### src/rtl/wdt_pkg.sv
package wdt_pkg;
  localparam int ADDR_W = 12;
  localparam int DATA_W = 32;
  localparam int CNT_W  = 2 * DATA_W;

  localparam logic [ADDR_W-1:0] OFS_KICK   = 12'h000;
  localparam logic [ADDR_W-1:0] OFS_CTRL   = 12'h000;
  localparam logic [ADDR_W-1:0] OFS_IVAL   = 12'h008;
  localparam logic [ADDR_W-1:0] OFS_DL_LO  = 12'h010;
  localparam logic [ADDR_W-1:0] OFS_DL_HI  = 12'h014;
  localparam logic [ADDR_W-1:0] OFS_IFID   = 12'hFCC;
  localparam logic [ADDR_W-1:0] OFS_DEVID  = 12'hFD0;

  // control/status bit positions
  localparam int BIT_EN   = 0;
  localparam int BIT_WARN = 1;
  localparam int BIT_RST  = 2;

  typedef struct packed {
    logic refresh;
    logic ctl_wr;
    logic en_val;
    logic ival_wr;
    logic dl_lo_wr;
    logic dl_hi_wr;
  } wr_evt_t;
endpackage

### src/rtl/wdt_bus_decode.sv
module wdt_bus_decode
  import wdt_pkg::*;
(
  input  logic              kick_sel,
  input  logic              ctl_sel,
  input  logic              wr_en,
  input  logic [ADDR_W-1:0] addr,
  input  logic              en_bit,
  output wr_evt_t           evt
);
  logic kick_wr;

  always_comb begin
    kick_wr       = kick_sel && wr_en && (addr == OFS_KICK);
    evt.ctl_wr    = ctl_sel && wr_en && (addr == OFS_CTRL);
    evt.ival_wr   = ctl_sel && wr_en && (addr == OFS_IVAL);
    evt.dl_lo_wr  = ctl_sel && wr_en && (addr == OFS_DL_LO);
    evt.dl_hi_wr  = ctl_sel && wr_en && (addr == OFS_DL_HI);
    evt.en_val    = en_bit;
    evt.refresh   = kick_wr || evt.ctl_wr || evt.ival_wr;
  end
endmodule

### src/rtl/wdt_stage_ctrl.sv
module wdt_stage_ctrl
  import wdt_pkg::*;
(
  input  logic              clk,
  input  logic              por_n,
  input  logic              rst_all_n,
  input  wr_evt_t           evt,
  input  logic [DATA_W-1:0] wdata,
  input  logic [CNT_W-1:0]  sys_cnt,
  output logic              en_q,
  output logic              ws0_q,
  output logic              ws1_q,
  output logic [DATA_W-1:0] ival_q,
  output logic [CNT_W-1:0]  dl_q
);
  logic              expired;
  logic [DATA_W-1:0] ival_src;
  logic [CNT_W-1:0]  next_dl;

  always_comb begin
    expired  = en_q && (sys_cnt >= dl_q);
    ival_src = evt.ival_wr ? wdata : ival_q;
    next_dl  = sys_cnt + {{(CNT_W-DATA_W){1'b0}}, ival_src};
  end

  always_ff @(posedge clk or negedge rst_all_n) begin
    if (!rst_all_n) begin
      en_q   <= 1'b0;
      ws0_q  <= 1'b0;
      ival_q <= '0;
      dl_q   <= '0;
    end else begin
      if (evt.ctl_wr)  en_q   <= evt.en_val;
      if (evt.ival_wr) ival_q <= wdata;
      if (evt.refresh) begin
        ws0_q <= 1'b0;
        dl_q  <= next_dl;
      end else begin
        if (evt.dl_lo_wr) dl_q[DATA_W-1:0]     <= wdata;
        if (evt.dl_hi_wr) dl_q[CNT_W-1:DATA_W] <= wdata;
        if (expired && !ws0_q) begin
          ws0_q <= 1'b1;
          dl_q  <= next_dl;
        end
      end
    end
  end

  // reset-cause flag survives the system reset it requests
  always_ff @(posedge clk or negedge por_n) begin
    if (!por_n)                 ws1_q <= 1'b0;
    else if (evt.refresh)       ws1_q <= 1'b0;
    else if (expired && ws0_q)  ws1_q <= 1'b1;
  end
endmodule

### src/rtl/wdt_read_mux.sv
module wdt_read_mux
  import wdt_pkg::*;
#(
  parameter logic [DATA_W-1:0] IFACE_ID = 32'h0005_A43B,
  parameter logic [DATA_W-1:0] DEV_ID   = 32'h0000_1D01
) (
  input  logic              kick_sel,
  input  logic              ctl_sel,
  input  logic [ADDR_W-1:0] addr,
  input  logic              en_q,
  input  logic              ws0_q,
  input  logic              ws1_q,
  input  logic [DATA_W-1:0] ival_q,
  input  logic [CNT_W-1:0]  dl_q,
  output logic [DATA_W-1:0] rdata
);
  always_comb begin
    rdata = '0;
    if (ctl_sel || kick_sel) begin
      if (addr == OFS_IFID)       rdata = IFACE_ID;
      else if (addr == OFS_DEVID) rdata = DEV_ID;
    end
    if (ctl_sel) begin
      case (addr)
        OFS_CTRL: begin
          rdata[BIT_EN]   = en_q;
          rdata[BIT_WARN] = ws0_q;
          rdata[BIT_RST]  = ws1_q;
        end
        OFS_IVAL:  rdata = ival_q;
        OFS_DL_LO: rdata = dl_q[DATA_W-1:0];
        OFS_DL_HI: rdata = dl_q[CNT_W-1:DATA_W];
        default: ;
      endcase
    end
  end
endmodule

### src/rtl/twostage_wdt.sv
module twostage_wdt
  import wdt_pkg::*;
#(
  parameter logic [DATA_W-1:0] IFACE_ID = 32'h0005_A43B,
  parameter logic [DATA_W-1:0] DEV_ID   = 32'h0000_1D01
) (
  input  logic              clk,
  input  logic              por_n,
  input  logic              rst_n,
  input  logic [CNT_W-1:0]  sys_cnt,
  input  logic              kick_sel,
  input  logic              ctl_sel,
  input  logic              wr_en,
  input  logic [ADDR_W-1:0] addr,
  input  logic [DATA_W-1:0] wdata,
  output logic [DATA_W-1:0] rdata,
  output logic              warn_o,
  output logic              reset_req_o
);
  wr_evt_t           evt;
  logic              rst_all_n;
  logic              en_q, ws0_q, ws1_q;
  logic [DATA_W-1:0] ival_q;
  logic [CNT_W-1:0]  dl_q;

  assign rst_all_n = rst_n & por_n;

  wdt_bus_decode u_dec (
    .kick_sel (kick_sel),
    .ctl_sel  (ctl_sel),
    .wr_en    (wr_en),
    .addr     (addr),
    .en_bit   (wdata[BIT_EN]),
    .evt      (evt)
  );

  wdt_stage_ctrl u_stage (
    .clk       (clk),
    .por_n     (por_n),
    .rst_all_n (rst_all_n),
    .evt       (evt),
    .wdata     (wdata),
    .sys_cnt   (sys_cnt),
    .en_q      (en_q),
    .ws0_q     (ws0_q),
    .ws1_q     (ws1_q),
    .ival_q    (ival_q),
    .dl_q      (dl_q)
  );

  wdt_read_mux #(.IFACE_ID(IFACE_ID), .DEV_ID(DEV_ID)) u_rd (
    .kick_sel (kick_sel),
    .ctl_sel  (ctl_sel),
    .addr     (addr),
    .en_q     (en_q),
    .ws0_q    (ws0_q),
    .ws1_q    (ws1_q),
    .ival_q   (ival_q),
    .dl_q     (dl_q),
    .rdata    (rdata)
  );

  assign warn_o      = ws0_q;
  assign reset_req_o = ws1_q & en_q;
endmodule

### config.mk
export PLATFORM = sky130hd
export DESIGN_NAME = twostage_wdt
export DESIGN_NICKNAME = d
export VERILOG_FILES = /design/src/rtl/wdt_pkg.sv /design/src/rtl/wdt_bus_decode.sv /design/src/rtl/wdt_stage_ctrl.sv /design/src/rtl/wdt_read_mux.sv /design/src/rtl/twostage_wdt.sv
export SDC_FILE = /design/constraint.sdc
export NUM_CORES = 1
export LEC_CHECK = 0
export ABC_AREA = 1
export BUFFER_PORTS_ARGS = -buffer_cell sky130_fd_sc_hd__buf_2
export CAP_MARGIN = 25
export CELL_PAD_IN_SITES_DETAIL_PLACEMENT = 1
export CELL_PAD_IN_SITES_GLOBAL_PLACEMENT = 1
export CORE_ASPECT_RATIO = 1.1
export CORE_MARGIN = 2
export CORE_UTILIZATION = 30
export CTS_CLUSTER_DIAMETER = 100
export DETAILED_ROUTE_END_ITERATION = 7
export PLACE_DENSITY = 0.64
export SETUP_SLACK_MARGIN = 0.5
export SLEW_MARGIN = 40
export SYNTH_ARGS = -nofsm -noshare
export SYNTH_HDL_FRONTEND = slang
export SYNTH_SLANG_ARGS = --single-unit
### constraint.sdc
create_clock -name clk -period 4.28 [get_ports clk]
set_clock_uncertainty 0.1 [all_clocks]
set_input_delay 0.642 -clock clk [delete_from_list [all_inputs] [get_ports clk]]
set_output_delay 0.642 -clock clk [all_outputs]
set_load 0.02 [all_outputs]
==> key figures <==
STA
  • F_max: 0.274 GHz
  • Tmin final: 3650 ps
  • Final WS setup: 626 ps
  • RSZ-0062 raised after global routing: true
  • Final hold vios: 0
  • Tightest Pin Transition: 777 ps
  • Fin. max-slew vios: 0
  • Rel. slew slack: 0.481
  • Final period util: 0.854
  • Min Hold Slack: 229 ps
  • Setup-failing EPs final: 0

GRT
  • Vias in the first global route: 13400
  • Number of antenna violations at the first check in global routing: 1
  • GRT Total Usage: 0.281
  • Largest net degree at the start of global routing: 47
  • Total gr overflow: 0
  • Global-route wire length before repair: 79400 µm

Job
  • Max-cap violations: 0

Placement
  • IO Port Bufs: 147
  • Dpl cells: 2523
  • Dpl hpwl: 44700 µm
  • Routability congestion estimate: 0.942
  • Pre-CTS setup slack: -276 ps

Synthesis
  • Most frequent cell after synthesis: nand2_1
  • Main synth FF type: dfrtp_1
  • Asr flop ratio synth: 1.00
  • Post-synth cell types: 44
  • Post-synth EDFFs: 0
  • Leading area contributor after synthesis: dfrtp_1
  • Synth Instances: 1819
  • Top-area cell type share of the netlist area: 0.227
  • Most common library cells after synthesis: nand2_1 (554), inv_1 (309), nand3_1 (189)
  • Syn nets: 2031
  • Synth Cell Area: 0.0109 mm²
  • Syn. warnings: 0
  • Synth area leaders: dfrtp_1 (23%), nand2_1 (19%), ha_1 (11%)
  • Post-synthesis register bit count: 99
  • Seq/Total Area, Yosys: 0.227
  • Syn_area_per_cell: 6.01 µm²

Route
  • Drt pass-1 iters: 5
  • Routed WL: 54500 µm
  • DR vias/cell: 5.22
  • Vias: 13400
  • Antenna Nets Post-Route: 0
  • DRC violation count after routing: 0
  • Avg WL per Cell: 21.3 µm
  • Starting DRT DRC Count: 819

Floorplan
  • Die Area: 0.0380 mm²
  • Ports: 148
  • Core area: 0.0361 mm²
  • Die width: 186 µm
  • Die H: 204 µm
  • Row count: 73
  • Initial core utilization: 0.303

Worst setup path
  • Worst path max stage delay: 370 ps
  • Worst-path cell chain: buf_2, or2_4, nor3_4, nor3b_4, nand2_4, buf_12, nor2_1, a21oi_1, ha_1, nand2_1, buf_4, nor2_2, buf_4, a21oi_2, buf_4, nor2_1, o21ai_0, nand2_1, nand2_1, nand2_2, inv_1, nand2_1, nand2_1, nand2_1
  • Arr. time, crit path: 3820 ps
  • Worst setup EP type: register
  • Cell mode on critical path: nand2_1
  • Reg-to-reg startpoint: u_stage.dl_q[63]
  • FF-to-FF path depth: 13
  • Worst R2R End: u_stage.dl_q[1]
  • Crit path max fanout: 8
  • Reg2Reg Setup Slack: 710 ps
  • Startpoint types: primary input
  • Worst endpoint required time: 4450 ps
  • WS Path Type: in -> reg
  • Critical-path top delay cell: ha_1

Final layout
  • Layout cells sized above 1: 0.246
  • Finished Core Util: 0.397
  • FF/Latch Area: 0.00248 mm²
  • Finished Layout Cells: 2561
  • Area Growth Syn to Fin: 31.0%
  • N_diodes: 0
  • Multi-input logic area: 0.00783 mm²
  • Nets@finish: 2281
  • Fill count: 4827

Clock network
  • H-tree Lvls: 3
  • CTS buffer count: 9
  • TritonCTS clock tree: built
  • CTS sink count: 99
  • CTS Buffer Depth: 2
  • CTS root buffer: clkbuf_16
  • Clock Latency Late Sink: 380 ps
  • Clock slew at reported path FFs: 80 ps

Min path
  • HP Class: in -> async

Power and ir drop
  • VDD IR max: 194 µV
  • Pleak: 7.44 nW
  • Final Total Pwr: 2.60 mW
  • Power Dens Cells: 182 mW/mm²

Outcome
  • Status: completed
-- layer usage --
| layer | share of wire | GRT usage | vias to the layer above |
|---|---|---|---|
| li1 | - | - | 6339 |
| met1 | 0.46 | 0.392 | 6582 |
| met2 | 0.45 | 0.447 | 374 |
| met3 | 0.059 | 0.0431 | 69 |
| met4 | 0.026 | 0.0801 | 2 |
| met5 | 0.00024 | 0 | - |
-- how the worst max path moves through the flow --
stage | start | to | cells past startpoint
after detailed placement | addr[5] | u_stage.dl_q[51] | 26
after floorplan | addr[1] | u_stage.dl_q[50] | 25
after CTS | addr[5] | u_stage.dl_q[51] | 27
after global routing | addr[11] | u_stage.dl_q[49] | 30
after global placement | addr[5] | u_stage.dl_q[51] | 26
final | addr[1] | u_stage.dl_q[51] | 24
-- sequential cells by signal, indices dropped and copies added, names as in the netlist --
register / count
u_stage.dl_q: 64
u_stage.ival_q: 32
u_stage.en_q: 1
u_stage.ws0_q: 1
u_stage.ws1_q: 1
-- report_power, final --
group,internal (mW),switching (mW)
combinational,0.243,0.413
clock,0.578,0.422
sequential,0.941,0.00423
-- layout by cell type (no fill, tap or decap), drive strengths merged, types with 2 or more instances in the layout --
cell type  Yosys  layout
a21oi        110     110
ha            97      97
nand2        559     559
nor4          11      11
xor2           4       4
inv          313     316
o21ai         78      78
clkbuf        14      10
nand4         35      35
bufinv         0       3
buf           33     284
o211ai         9       9
nand3        191     191
o21bai         3       3
nor3b          2       2
a21boi         2       2
xnor2         27      27
dfrtp         99      99
o22ai         32      32
nor3          22      22
or2            6       6
o21a           3       3
nor2         159     159
a21o           2       2
nand3b         3       3
-- critical path, delay by kind of cell --
kind	cells	cell delay [ps]
buffers and inverters	6	770
AOI/OAI and AO/OA	3	470
and+or+nand+nor	14	1570
adders and majority gates	1	370
-- final cells by class --
| class | instances | area share |
|---|---|---|
| Multi-Input combinational cell | 1360 | 0.547 |
| Clock buffer | 9 | 0.0157 |
| Inverter | 313 | 0.0822 |
| Timing Repair Buffer | 286 | 0.131 |
| Sequential cell | 99 | 0.173 |
| Clock inverter | 7 | 0.00847 |
| Tap cell | 487 | 0.0425 |
-- per-stage QoR --
stage | TNS [ps] | cell area [µm²]
2_1_floorplan | 0 | 10900
4_1_cts | 0 | 13400
3_3_place_gp | -320 | 13000
6_report | 0 | 14300
3_5_place_dp | -1200 | 13000
5_1_grt | 0 | 14300
-- repair_timing --
action                                  in CTS  in global routing
resized for setup                           39                229
endpoints found under the hold margin        1                  0
cloned                                       0                  1
endpoints found under the setup margin      34                 49
setup buffers                                2                 18
hold buffers                                 1                  0
pin swaps                                    2                 41
-- logic make-up (layout without fill, tap and decap cells) --
kind of cell / count (synthesis) / in the layout / synth area share
AOI/OAI and AO/OA: 240 / 240 / 0.119
xor gates and xnor gates: 31 / 31 / 0.0248
adders and majority gates: 98 / 98 / 0.113
buffers and inverters: 360 / 615 / 0.131
DFF: 99 / 99 / 0.227
and+or+nand+nor: 991 / 991 / 0.386
No activity file was read; power rests on OpenSTA's default activity.
